===== src/rtl/tdm_frame_engine.sv =====
module tdm_frame_engine (
  input  logic        clk,
  input  logic        rst_n,
  input  logic [31:0] timing_cfg,
  input  logic [2:0]  run_ctrl,
  input  logic [31:0] slot_mask,
  input  logic        bclk_i,
  input  logic        fs_i,
  input  logic        sdi,
  output logic        bclk_o,
  output logic        fs_o,
  output logic        sdo,
  input  logic [31:0] tx_data,
  input  logic        tx_valid,
  output logic        tx_pop,
  output logic [31:0] rx_data,
  output logic        rx_push,
  input  logic        rx_full,
  output logic        tx_underrun,
  output logic        rx_overrun
);
  wire       go       = run_ctrl[2];
  wire       tx_en    = go & run_ctrl[0];
  wire       rx_en    = go & run_ctrl[1];
  wire       master   = timing_cfg[21];
  wire       lsb      = timing_cfg[20];
  wire [4:0] top_slot = timing_cfg[11:7];
  wire       unused_cfg = ^{timing_cfg[31:22], timing_cfg[19:12], timing_cfg[4:0]};

  logic [4:0] top_bit;
  always_comb
    case (timing_cfg[6:5])
      2'd0:    top_bit = 5'd7;
      2'd1:    top_bit = 5'd15;
      default: top_bit = 5'd31;
    endcase

  logic        ph, bclk_q, lock;
  logic [4:0]  slot, bitn;
  logic [31:0] txw, rxw;

  wire        tick    = master ? ph : (bclk_i & ~bclk_q);
  wire        fetch   = (bitn == 5'd0);
  wire        done    = (bitn >= top_bit);
  wire        at_last = (slot >= top_slot) && done;
  wire        mark    = master ? at_last : fs_i;
  wire        live    = lock & ~slot_mask[slot];
  wire [4:0]  idx     = lsb ? bitn : top_bit - bitn;
  wire [31:0] tx_word = fetch ? ((live & tx_en & tx_valid) ? tx_data : '0) : txw;
  wire [31:0] rx_word = (fetch ? 32'd0 : rxw) | (32'(sdi) << idx);

  assign bclk_o = ph;

  always_ff @(posedge clk or negedge rst_n) begin
    if (!rst_n) begin
      ph <= 1'b0; bclk_q <= 1'b0; lock <= 1'b0;
      slot <= '0; bitn <= '0; txw <= '0; rxw <= '0;
      fs_o <= 1'b0; sdo <= 1'b0; rx_data <= '0;
      tx_pop <= 1'b0; rx_push <= 1'b0; tx_underrun <= 1'b0; rx_overrun <= 1'b0;
    end else begin
      tx_pop <= 1'b0; rx_push <= 1'b0; tx_underrun <= 1'b0; rx_overrun <= 1'b0;
      bclk_q <= bclk_i;
      if (!go) begin
        ph <= 1'b0; lock <= 1'b0;
        slot <= top_slot; bitn <= top_bit;
        txw <= '0; rxw <= '0; fs_o <= 1'b0; sdo <= 1'b0;
      end else begin
        ph <= master & ~ph;
        if (!master) fs_o <= 1'b0;
        if (tick) begin
          sdo  <= live & tx_en & tx_word[idx];
          fs_o <= master & at_last;
          txw  <= tx_word;
          rxw  <= rx_word;
          if (fetch && live && tx_en) begin
            if (tx_valid) tx_pop <= 1'b1;
            else          tx_underrun <= 1'b1;
          end
          if (done && live && rx_en) begin
            if (!rx_full) begin
              rx_push <= 1'b1;
              rx_data <= rx_word;
            end else rx_overrun <= 1'b1;
          end
          lock <= lock | mark;
          if (mark) begin
            slot <= '0; bitn <= '0;
          end else if (done) begin
            bitn <= '0;
            slot <= (slot >= top_slot) ? 5'd0 : slot + 5'd1;
          end else bitn <= bitn + 5'd1;
        end
      end
    end
  end
endmodule



===== config.mk =====
export PLATFORM = sky130hd
export DESIGN_NAME = tdm_frame_engine
export DESIGN_NICKNAME = d
export VERILOG_FILES = /design/src/rtl/tdm_frame_engine.sv
export SDC_FILE = /design/constraint.sdc
export NUM_CORES = 1
export LEC_CHECK = 0
export BUFFER_PORTS_ARGS = -buffer_cell sky130_fd_sc_hd__buf_2
export CORE_ASPECT_RATIO = 0.5
export CORE_MARGIN = 3
export CORE_UTILIZATION = 41
export DETAILED_ROUTE_END_ITERATION = 10
export GPL_TIMING_DRIVEN = 0
export PLACE_DENSITY = 0.64
export SETUP_SLACK_MARGIN = 0.1
export SLEW_MARGIN = 0
export SYNTH_ARGS = -nofsm -noshare
export SYNTH_HDL_FRONTEND = slang
export SYNTH_SLANG_ARGS = --single-unit

===== constraint.sdc =====
create_clock -name clk -period 2.5 [get_ports clk]
set_input_delay 0.5 -clock clk [delete_from_list [all_inputs] [get_ports clk]]
set_output_delay 0.5 -clock clk [all_outputs]
set_load 0.1 [all_outputs]

=== Yosys cells after proc, flatten, opt, wreduce, memory -nomap -nowiden ===
Index checks and enable logic that the tools add are counted.
Widths: inputs -> output; s select.

* Eq/ne operators: 4
* $add $sub $neg: 3
* Magnitude comparators: 4
* Shifts and indexed selects: 1
* Bitwise gates (word level): 15
* Mux-type cells: 48
* Reduce and logical (&&, ||, !) cells: 9

{| class="wikitable"
|+ Operator list
! cell !! count
|-
| $mux 32 || 7
|-
| $mux 5 || 10
|-
| $or 32x32->32 || 1
|-
| $shl 1x5->32 || 1
|-
| $mux 1 || 28
|-
| $lt 5x6->1 const B || 2
|-
| $add 5x1->5 const B || 2
|-
| $bmux 1 s5 || 2
|-
| $ge 5x5->1 || 2
|-
| $pmux 5 s2 || 1
|-
| $and 1x1->1 || 9
|-
| $logic_and 1x1->1 || 5
|-
| $logic_not 5->1 || 1
|-
| $sub 5x5->5 || 1
|-
| $not 1->1 || 4
|-
| $reduce_and 4->1 || 1
|-
| $ne 3x1->1 const B || 1
|-
| $ne 3x2->1 const B || 1
|-
| $eq 2x1->1 const B || 1
|-
| $logic_not 2->1 || 1
|-
| $ne 2x1->1 const B || 1
|-
| $reduce_and 2->1 || 1
|-
| $or 1x1->1 || 1
|}

* Output and inout port bits: 39
* Word-level logic and storage cells: 98
* Bits of input ports: 106
* Flip-flop bits (word level): 115

=== Logic depth before layout (Yosys ltp) ===
Gate-level depths: netlist (run 1).

* Word-level depth: 13
* Depth in mapped cells: 11
* Depth with buffers taken out: 10

=== Least setup slack after synthesis (run 1) ===
OpenSTA, ideal clock, no wires.

* Path kind: reg2reg
* Start: register ph (netlist: bclk_o)
* End: register slot[4]
* Slack: 98 ps
* Stages on the path, launching flop included: 7
* Arrival time: 2,276 ps
* Buffers on the path: 1
* Cell sequence: dfrtp_1 > nand2_1 > o21a_1 > clkbuf_1 > o21ai_0 > o21ai_0 > a221o_1

* Longest elaborated chain between the ends: 3

{| class="wikitable"
|+ RTL lines
! item !! RTL line !! source
|-
| start: declaration || 38 || <nowiki>logic ph, bclk_q, lock;</nowiki>
|-
| start signal: assignment || 68 || <nowiki>ph <= master & ~ph;</nowiki>
|-
| $mux 1 || 42 || <nowiki>wire tick = master ? ph : (bclk_i & ~bclk_q);</nowiki>
|-
| $ne 2x1->1 (no line) || - ||
|-
| $reduce_and 2->1 (no line) || - ||
|-
| end signal: assignment || 65 || <nowiki>slot <= top_slot; bitn <= top_bit;</nowiki>
|-
| end signal: assignment || 90 || <nowiki>slot <= (slot >= top_slot) ? 5'd0 : slot + 5'd1;</nowiki>
|-
| end: declaration || 39 || <nowiki>logic [4:0] slot, bitn;</nowiki>
|}

Every way passes these cells.
A chain may end at the register's enable or synchronous reset.

=== Worst setup path in the final report (run 1) ===
* Start: register bitn[0]
* End: register sdo

* Longest elaborated chain between the ends: 7

{| class="wikitable"
|+ RTL lines
! item !! RTL line !! source
|-
| start: declaration || 39 ||
|-
| start signal: assignment || 65 ||
|-
| start signal: assignment || 91 || <nowiki>end else bitn <= bitn + 5'd1;</nowiki>
|-
| $sub 5x5->5 / $logic_not 5->1 (equally long branches) || 48, 43 ||
|-
| $mux 5 / $mux 32 (equally long branches) || 48, 49 ||
|-
| $bmux 1 s5 * || 71 || <nowiki>sdo <= live & tx_en & tx_word[idx];</nowiki>
|-
| $mux 1 (not written as such) * || 71 ||
|-
| $and 1x1->1 * || 71 ||
|-
| $mux 1 * || 70 || <nowiki>if (tick) begin</nowiki>
|-
| $mux 1 * || 63 || <nowiki>if (!go) begin</nowiki>
|-
| end signal: assignment || 71 ||
|-
| end: declaration || 12 || <nowiki>output logic sdo,</nowiki>
|}

Mark *: on every way between the ends. The rest lies on a longest branch, timed or not. The select of a mux whose other input is x is not followed.

==> reports/qor.yml, run 1 <==
global_route:
  grt_max_degree: 64
  overflow: 0
  grt_pass1_wl_um: 27560
  antenna_found_initial: 0
  gr-usage-all-layers_pct: 20.54
  grt_pass1_vias: 5481
yosys:
  muxShareOfSynthArea_pct: 8.911
  synth_top_family_by_area: "compound AO/OA/AOI/OAI gates"
  synthAdderAreaFrac_pct: 2.344
  ys_ff_latch: 115
  synth_cell_types: 60
  syn_area_um2: 6192
  synth-main-ff-cell: "dfrtp_1"
  synthesis.area_per_instance_um2: 9.298
  yosysWarnings: 0
  seq_area_frac_synth_pct: 46.47
  synthCells: 666
  synthArstFlopShare_pct: 100.0
  synth-compound-area-share_pct: 19.72
  synthXorXnorAreaFrac_pct: 1.293
  synth-simple-area-share_pct: 16.59
  synth_nets: 783
  synth_edf_count: 0
final_layout:
  drive_gt1_share_pct: 27.88
  fin_nets: 936
  diodes: 0
  area_delta_synth_final_pct: 28.33
  layout_common_cells: "125 x buf_2, 111 x dfrtp_1, 109 x nor2_1"
  finalNonFillerCells: 1030
  layout_commonest_cell: "buf_2"
cts:
  cts_tree: "done"
  clkSinkCount: 115
  cts_hold_buf: 0
  clk_latency_ps: 420
  htreeDepth: 4
  cts_inserted_buffers: 17
  cts.path.max_buffers: 2
  cts_root_buf: "clkbuf_16"
  clk_pin_slew_ps: 60
place:
  portBuffers: 120
  dp.cells: 985
  gp_congestion: 0.8246
  hpwl_um: 12020
job:
  drv_cap: 0
route:
  ant_nets: 0
  routed.top_layer: "met4"
  vias: 5545
  first_iter_violations: 340
  via_per_inst: 5.383
  post_drt_wl_per_cell_um: 16.56
  wl_met1_um: 7946
  dr_wl_met3_um: 982
  wirelength_um: 17060
  drtPass1Iterations: 5
  drc: 0
  dr_wl_met2_um: 7849
sta:
  period_minus_slack_ps: 2365
  rsz0062_at_grt: "true"
  fin_skew_ps: 7.828
  setup_viol: 0
  max_freq_mhz: 422.9
  hold_slack_ps: 66.59
  finalHoldViolCount: 0
  maxSlewHeadroom_pct: 47.19
  fin_crit_sh_pct: 94.58
  slew_viol_final: 0
  tightest_slew_ps: 783.9
power:
  leakagePower_nw: 3.757
  ir_drop_v: 0.0004818
  power_density_nw_per_um2: 714.8
setup_path:
  reg2regPathDepth: 8
  endpoint: "sdo$_DFFE_PN0P_"
  endpoint_kind: "register"
  rr_endpoint: "sdo$_DFFE_PN0P_"
  critPathLaunch: "bitn[0]$_DFFE_PN0P_"
  worstSetupPathType: "reg2reg"
  worstPathRequired_ps: 2800
  rrSetupSlack_ps: 140
  worstPathArrival_ps: 2660
  r2r-start: "bitn[0]$_DFFE_PN0P_"
  start_kind: "register"
  crit_path_max_fanout: 7
die:
  die_h_um: 92.90
  design.portCount: 145
  row_count: 31
  die_w_um: 179.8
  dieArea_um2: 16700
  start_util_pct: 42.35
  fp.coreArea_um2: 14620
status:
  status: "completed"
worst_hold_path:
  hold_path_class: "in2async"
## cells by family (layout without fill, tap and decap cells)
| group | count (synthesis) | count (layout) |
|---|---|---|
| compound gates | 199 | 199 |
| buf+inv | 55 | 221 |
| mux | 46 | 46 |
| simple gates | 236 | 236 |
| flops | 115 | 115 |
| xor+xnor | 4 | 4 |
| fa+ha+maj | 11 | 11 |
## area by class of cell
class / count / area, um2
well taps: 198 / 247.7
repair buffers: 134 / 742.0
plain buffers: 39 / 284.0
inverters: 16 / 60.06
flip-flops and latches: 115 / 2883
clock buffers: 20 / 456.7
fillers: 1317 / 6676
clock inverters: 12 / 128.9
multi-input cells: 496 / 3144
## flip-flops by register name, indices dropped and copies added, names as in the netlist, 5 cells and up
register	cells
bitn	5
rx_data	32
rxw	32
slot	5
txw	32
## worst min path at each step
| stage | from | to | slack (ps) | cells after the start |
|---|---|---|---|---|
| 6_report | rst_n | rx_data[28]$_DFFE_PN0P_ | 70 | 1 |
| 5_1_grt | rst_n | rx_data[30]$_DFFE_PN0P_ | 100 | 1 |
| 4_1_cts | rst_n | rx_data[30]$_DFFE_PN0P_ | 90 | 1 |
| 3_5_place_dp | bclk_o$_DFF_PN0_ | bclk_o$_DFF_PN0_ | 460 | 1 |
| 3_3_place_gp | bclk_o$_DFF_PN0_ | bclk_o$_DFF_PN0_ | 450 | 1 |
| 2_1_floorplan | rst_n | bclk_o$_DFF_PN0_ | 200 | 0 |
## what timing repair did
| action | CTS | global route |
|---|---|---|
| setup endpoints to repair | 102 | 100 |
| cloned | 0 | 1 |
| pin swaps | 0 | 5 |
| resized for setup | 22 | 36 |
| buffers inserted | 2 | 10 |
## worst max-delay path, cell delays in order, from the launching register on
cell and delay (ps):
dfrtp_1 380, buf_4 180, xor2_4 290, mux4_1 660, a221o_1 350, o22ai_1 150, a2111oi_2 80, o21ai_2 70
o21ai_1 80
## stage by stage
step	area (um2)	total power, mW	setup slack (ps)	utilization, %	setup TNS [ps]
final	7946	5.680	135.4	54.34	0
after global routing	7946	5.905	57.33	54.34	0
after CTS	7751	5.638	68.99	53.01	0
after detailed placement	7076	3.170	-534.2	48.39	-28120
after global placement	7042	3.145	-742.7	48.16	-84300
after floorplan	6193	2.837	111.2	-	0
## routing by layer
metal | global-route usage [%] | up-vias
met5 | 0 | -
met4 | 7.074 | 0
met3 | 4.158 | 29
met2 | 33.18 | 152
met1 | 27.80 | 2675
li1 | - | 2689
## cell usage after synthesis, drive strengths merged, types with 8 or more instances
library cell | count | area share [%]
mux2i | 36 | 5.8
a21oi | 73 | 5.9
dfrtp | 115 | 46
nand3 | 18 | 1.5
o21ai | 42 | 3.5
ha | 10 | 2.0
o22ai | 11 | 1.1
buf | 20 | 2.5
clkbuf | 19 | 1.2
nand2 | 72 | 4.4
o211ai | 10 | 1.2
nand2b | 8 | 0.81
a22oi | 37 | 4.5
inv | 16 | 0.97
nor2 | 112 | 6.8
## power by group
group | internal, mW | leakage [nW] | switching [mW]
Sequential | 1.93 | 1.57 | 0.0613
Combinational | 0.446 | 1.91 | 0.840
Clock | 1.52 | 0.283 | 0.888
Total | 3.89 | 3.76 | 1.79
Power figures use the tool's default switching activity.
==> run 2, diff against run 1 <==
--- a/config.mk
+++ b/config.mk
@@ -9,9 +9,10 @@
 export CORE_ASPECT_RATIO = 0.5
 export CORE_MARGIN = 3
 export CORE_UTILIZATION = 41
+export CTS_BUF_LIST = sky130_fd_sc_hd__clkbuf_2 sky130_fd_sc_hd__clkbuf_4 sky130_fd_sc_hd__clkbuf_8
 export DETAILED_ROUTE_END_ITERATION = 10
 export GPL_TIMING_DRIVEN = 0
-export PLACE_DENSITY = 0.64
+export PLACE_DENSITY = 0.66
 export SETUP_SLACK_MARGIN = 0.1
 export SLEW_MARGIN = 0
 export SYNTH_ARGS = -nofsm -noshare
==> constraint.sdc (replaced) <==
create_clock -name clk -period 2.1 [get_ports clk]
set_input_delay 0.42 -clock clk [delete_from_list [all_inputs] [get_ports clk]]
set_output_delay 0.42 -clock clk [all_outputs]
set_load 0.1 [all_outputs]
==> run 2 against run 1 <==
Highest routed layer unchanged. Non-clock buffer count is 23 higher. Register-to-register slack worse by 260 ps. Fmax is 6.5% higher. Combinational power is 35% higher. Largest cell class unchanged. The flow now finishes with violations (setup timing). Final cell count is 2.2% higher. Clock skew is 9.6 ps higher. Routed wire length is 8.0% higher. Sequential cell count stayed put. Final area is 8.2% higher. Global-route usage is 0.96 points higher. Critical endpoint unchanged.
==> reports/qor.yml, run 2 (same netlist as run 1, synthesis figures left out) <==
status:
  status: "finished with violations"
  violations: "setup timing"
setup_path:
  worstPathRequired_ps: 2430
  crit_path_max_fanout: 10
  start_kind: "register"
  rrSetupSlack_ps: -120
  reg2regPathDepth: 8
  worstSetupPathType: "reg2reg"
  rr_endpoint: "sdo$_DFFE_PN0P_"
  critical_path.cell_chain: "buf_2 > nand2b_1 > nand2_1 > a211o_1 > o22ai_2 > a2111oi_4 > o21ai_2 > o21ai_1"
  cp_slowest_stage_delay_ps: 400
  cpMaxStageDelayCell: "dfrtp_1"
  crit_buf_inv: 1
  endpoint_kind: "register"
  endpoint: "sdo$_DFFE_PN0P_"
  r2r-start: "bitn[2]$_DFFE_PN0P_"
  critPathTopFamily: "compound AO/OA/AOI/OAI gates"
  critPathLaunch: "bitn[2]$_DFFE_PN0P_"
  worstPathArrival_ps: 2550
  cp.depth: 8
final_layout:
  finish.utilization_pct: 58.82
  area_delta_synth_final_pct: 38.90
  diodes: 0
  layout_common_cells: "120 x buf_2, 111 x dfrtp_1, 93 x nor2_1"
  drive_gt1_share_pct: 39.88
  final_cell_area_um2: 8601
  fin_nets: 959
  top_regs: "rx_data x32, rxw x32, txw x32"
  layout_commonest_cell: "buf_2"
  finalNonFillerCells: 1053
sta:
  period_minus_slack_ps: 2220
  fin_crit_sh_pct: 105.7
  finalHoldViolCount: 0
  setup_viol: 63
  fin_skew_ps: 17.48
  fin_ws_ps: -120.0
  hold_slack_ps: 111.1
  maxSlewHeadroom_pct: 49.85
  rsz0062_at_grt: "true"
  max_freq_mhz: 450.4
  tns_ps: -3360
  tightest_slew_ps: 747.2
  slew_viol_final: 0
route:
  drc: 0
  vias: 5797
  post_drt_wl_per_cell_um: 17.49
  first_iter_violations: 363
  drtPass1Iterations: 5
  wirelength_um: 18420
  via_per_inst: 5.505
  ant_nets: 0
place:
  placed_area_um2: 7162
  portBuffers: 120
  hpwl_um: 11950
  dp.cells: 985
  dp_slack_ps: -533.6
  gp_congestion: 0.8603
cts:
  cts_inserted_buffers: 17
  htreeDepth: 4
  cts_root_buf: "clkbuf_8"
  clkSinkCount: 115
  clk_pin_slew_ps: 70
  cts_tree: "done"
  cts.path.max_buffers: 2
  clk_latency_ps: 440
job:
  drv_cap: 0
global_route:
  grt_pass1_wl_um: 29220
  grt_pass1_vias: 5819
  antenna_found_initial: 0
  overflow: 0
  grt_max_degree: 100
  gr-usage-all-layers_pct: 21.49
die:
  die_h_um: 92.90
  die_w_um: 179.8
  start_util_pct: 42.35
  fp.coreArea_um2: 14620
  row_count: 31
  dieArea_um2: 16700
  design.portCount: 145
power:
  ir_drop_v: 0.0004491
  leakagePower_nw: 3.915
  power_density_nw_per_um2: 734.6
  total_power_mw: 6.318
worst_hold_path:
  hp-start: "bclk_i"
  hold_path_class: "in2reg"
-- run 2: cell count changes in the layout (fill, tap and decap cells not counted), moves of 16 or more --
cell / before / now
a21oi_1: 70 / 53
a22oi_1: 37 / 9
a22oi_2: 0 / 28
clkbuf_8: 3 / 22
nor2_1: 109 / 93
-- run 2: metal layers --
metal  routed length [um]  GRT usage [%]
met1                 8330          28.80
met2                 8741          34.59
met3                 1095          5.492
met4                  249          6.559
met5                    0              0
-- run 2: worst min path at each step --
stage	to	slack (ps)	depth (start not counted)
after global routing	bclk_q$_DFF_PN0_	100	1
after detailed placement	rxw[29]$_DFFE_PN0P_	270	1
after global placement	rxw[2]$_DFFE_PN0P_	460	2
final	bclk_q$_DFF_PN0_	110	1
after floorplan	bclk_q$_DFF_PN0_	120	0
after CTS	bclk_q$_DFF_PN0_	100	1
-- run 2: cell type report --
cell class / count / area (um2)
inverters: 16 / 67.56
well taps: 198 / 247.7
clock buffers: 20 / 262.8
multi-input cells: 496 / 3560
repair buffers: 158 / 1040
clock inverters: 12 / 153.9
fillers: 1253 / 6022
plain buffers: 38 / 384.1
flip-flops and latches: 115 / 2885
-- run 2: repair_timing --
item | in CTS | in global routing
hold buffers | 1 | 0
cloned | 7 | 3
setup buffers | 22 | 5
hold endpoints to repair | 16 | 0
setup endpoints to repair | 107 | 107
resized for setup | 104 | 79
pin swaps | 34 | 24
-- run 2: power by group --
part	total, mW	internal, mW	switching [mW]
Combinational	1.74	0.644	1.10
Sequential	2.36	2.29	0.0732
Clock	2.21	1.23	0.979
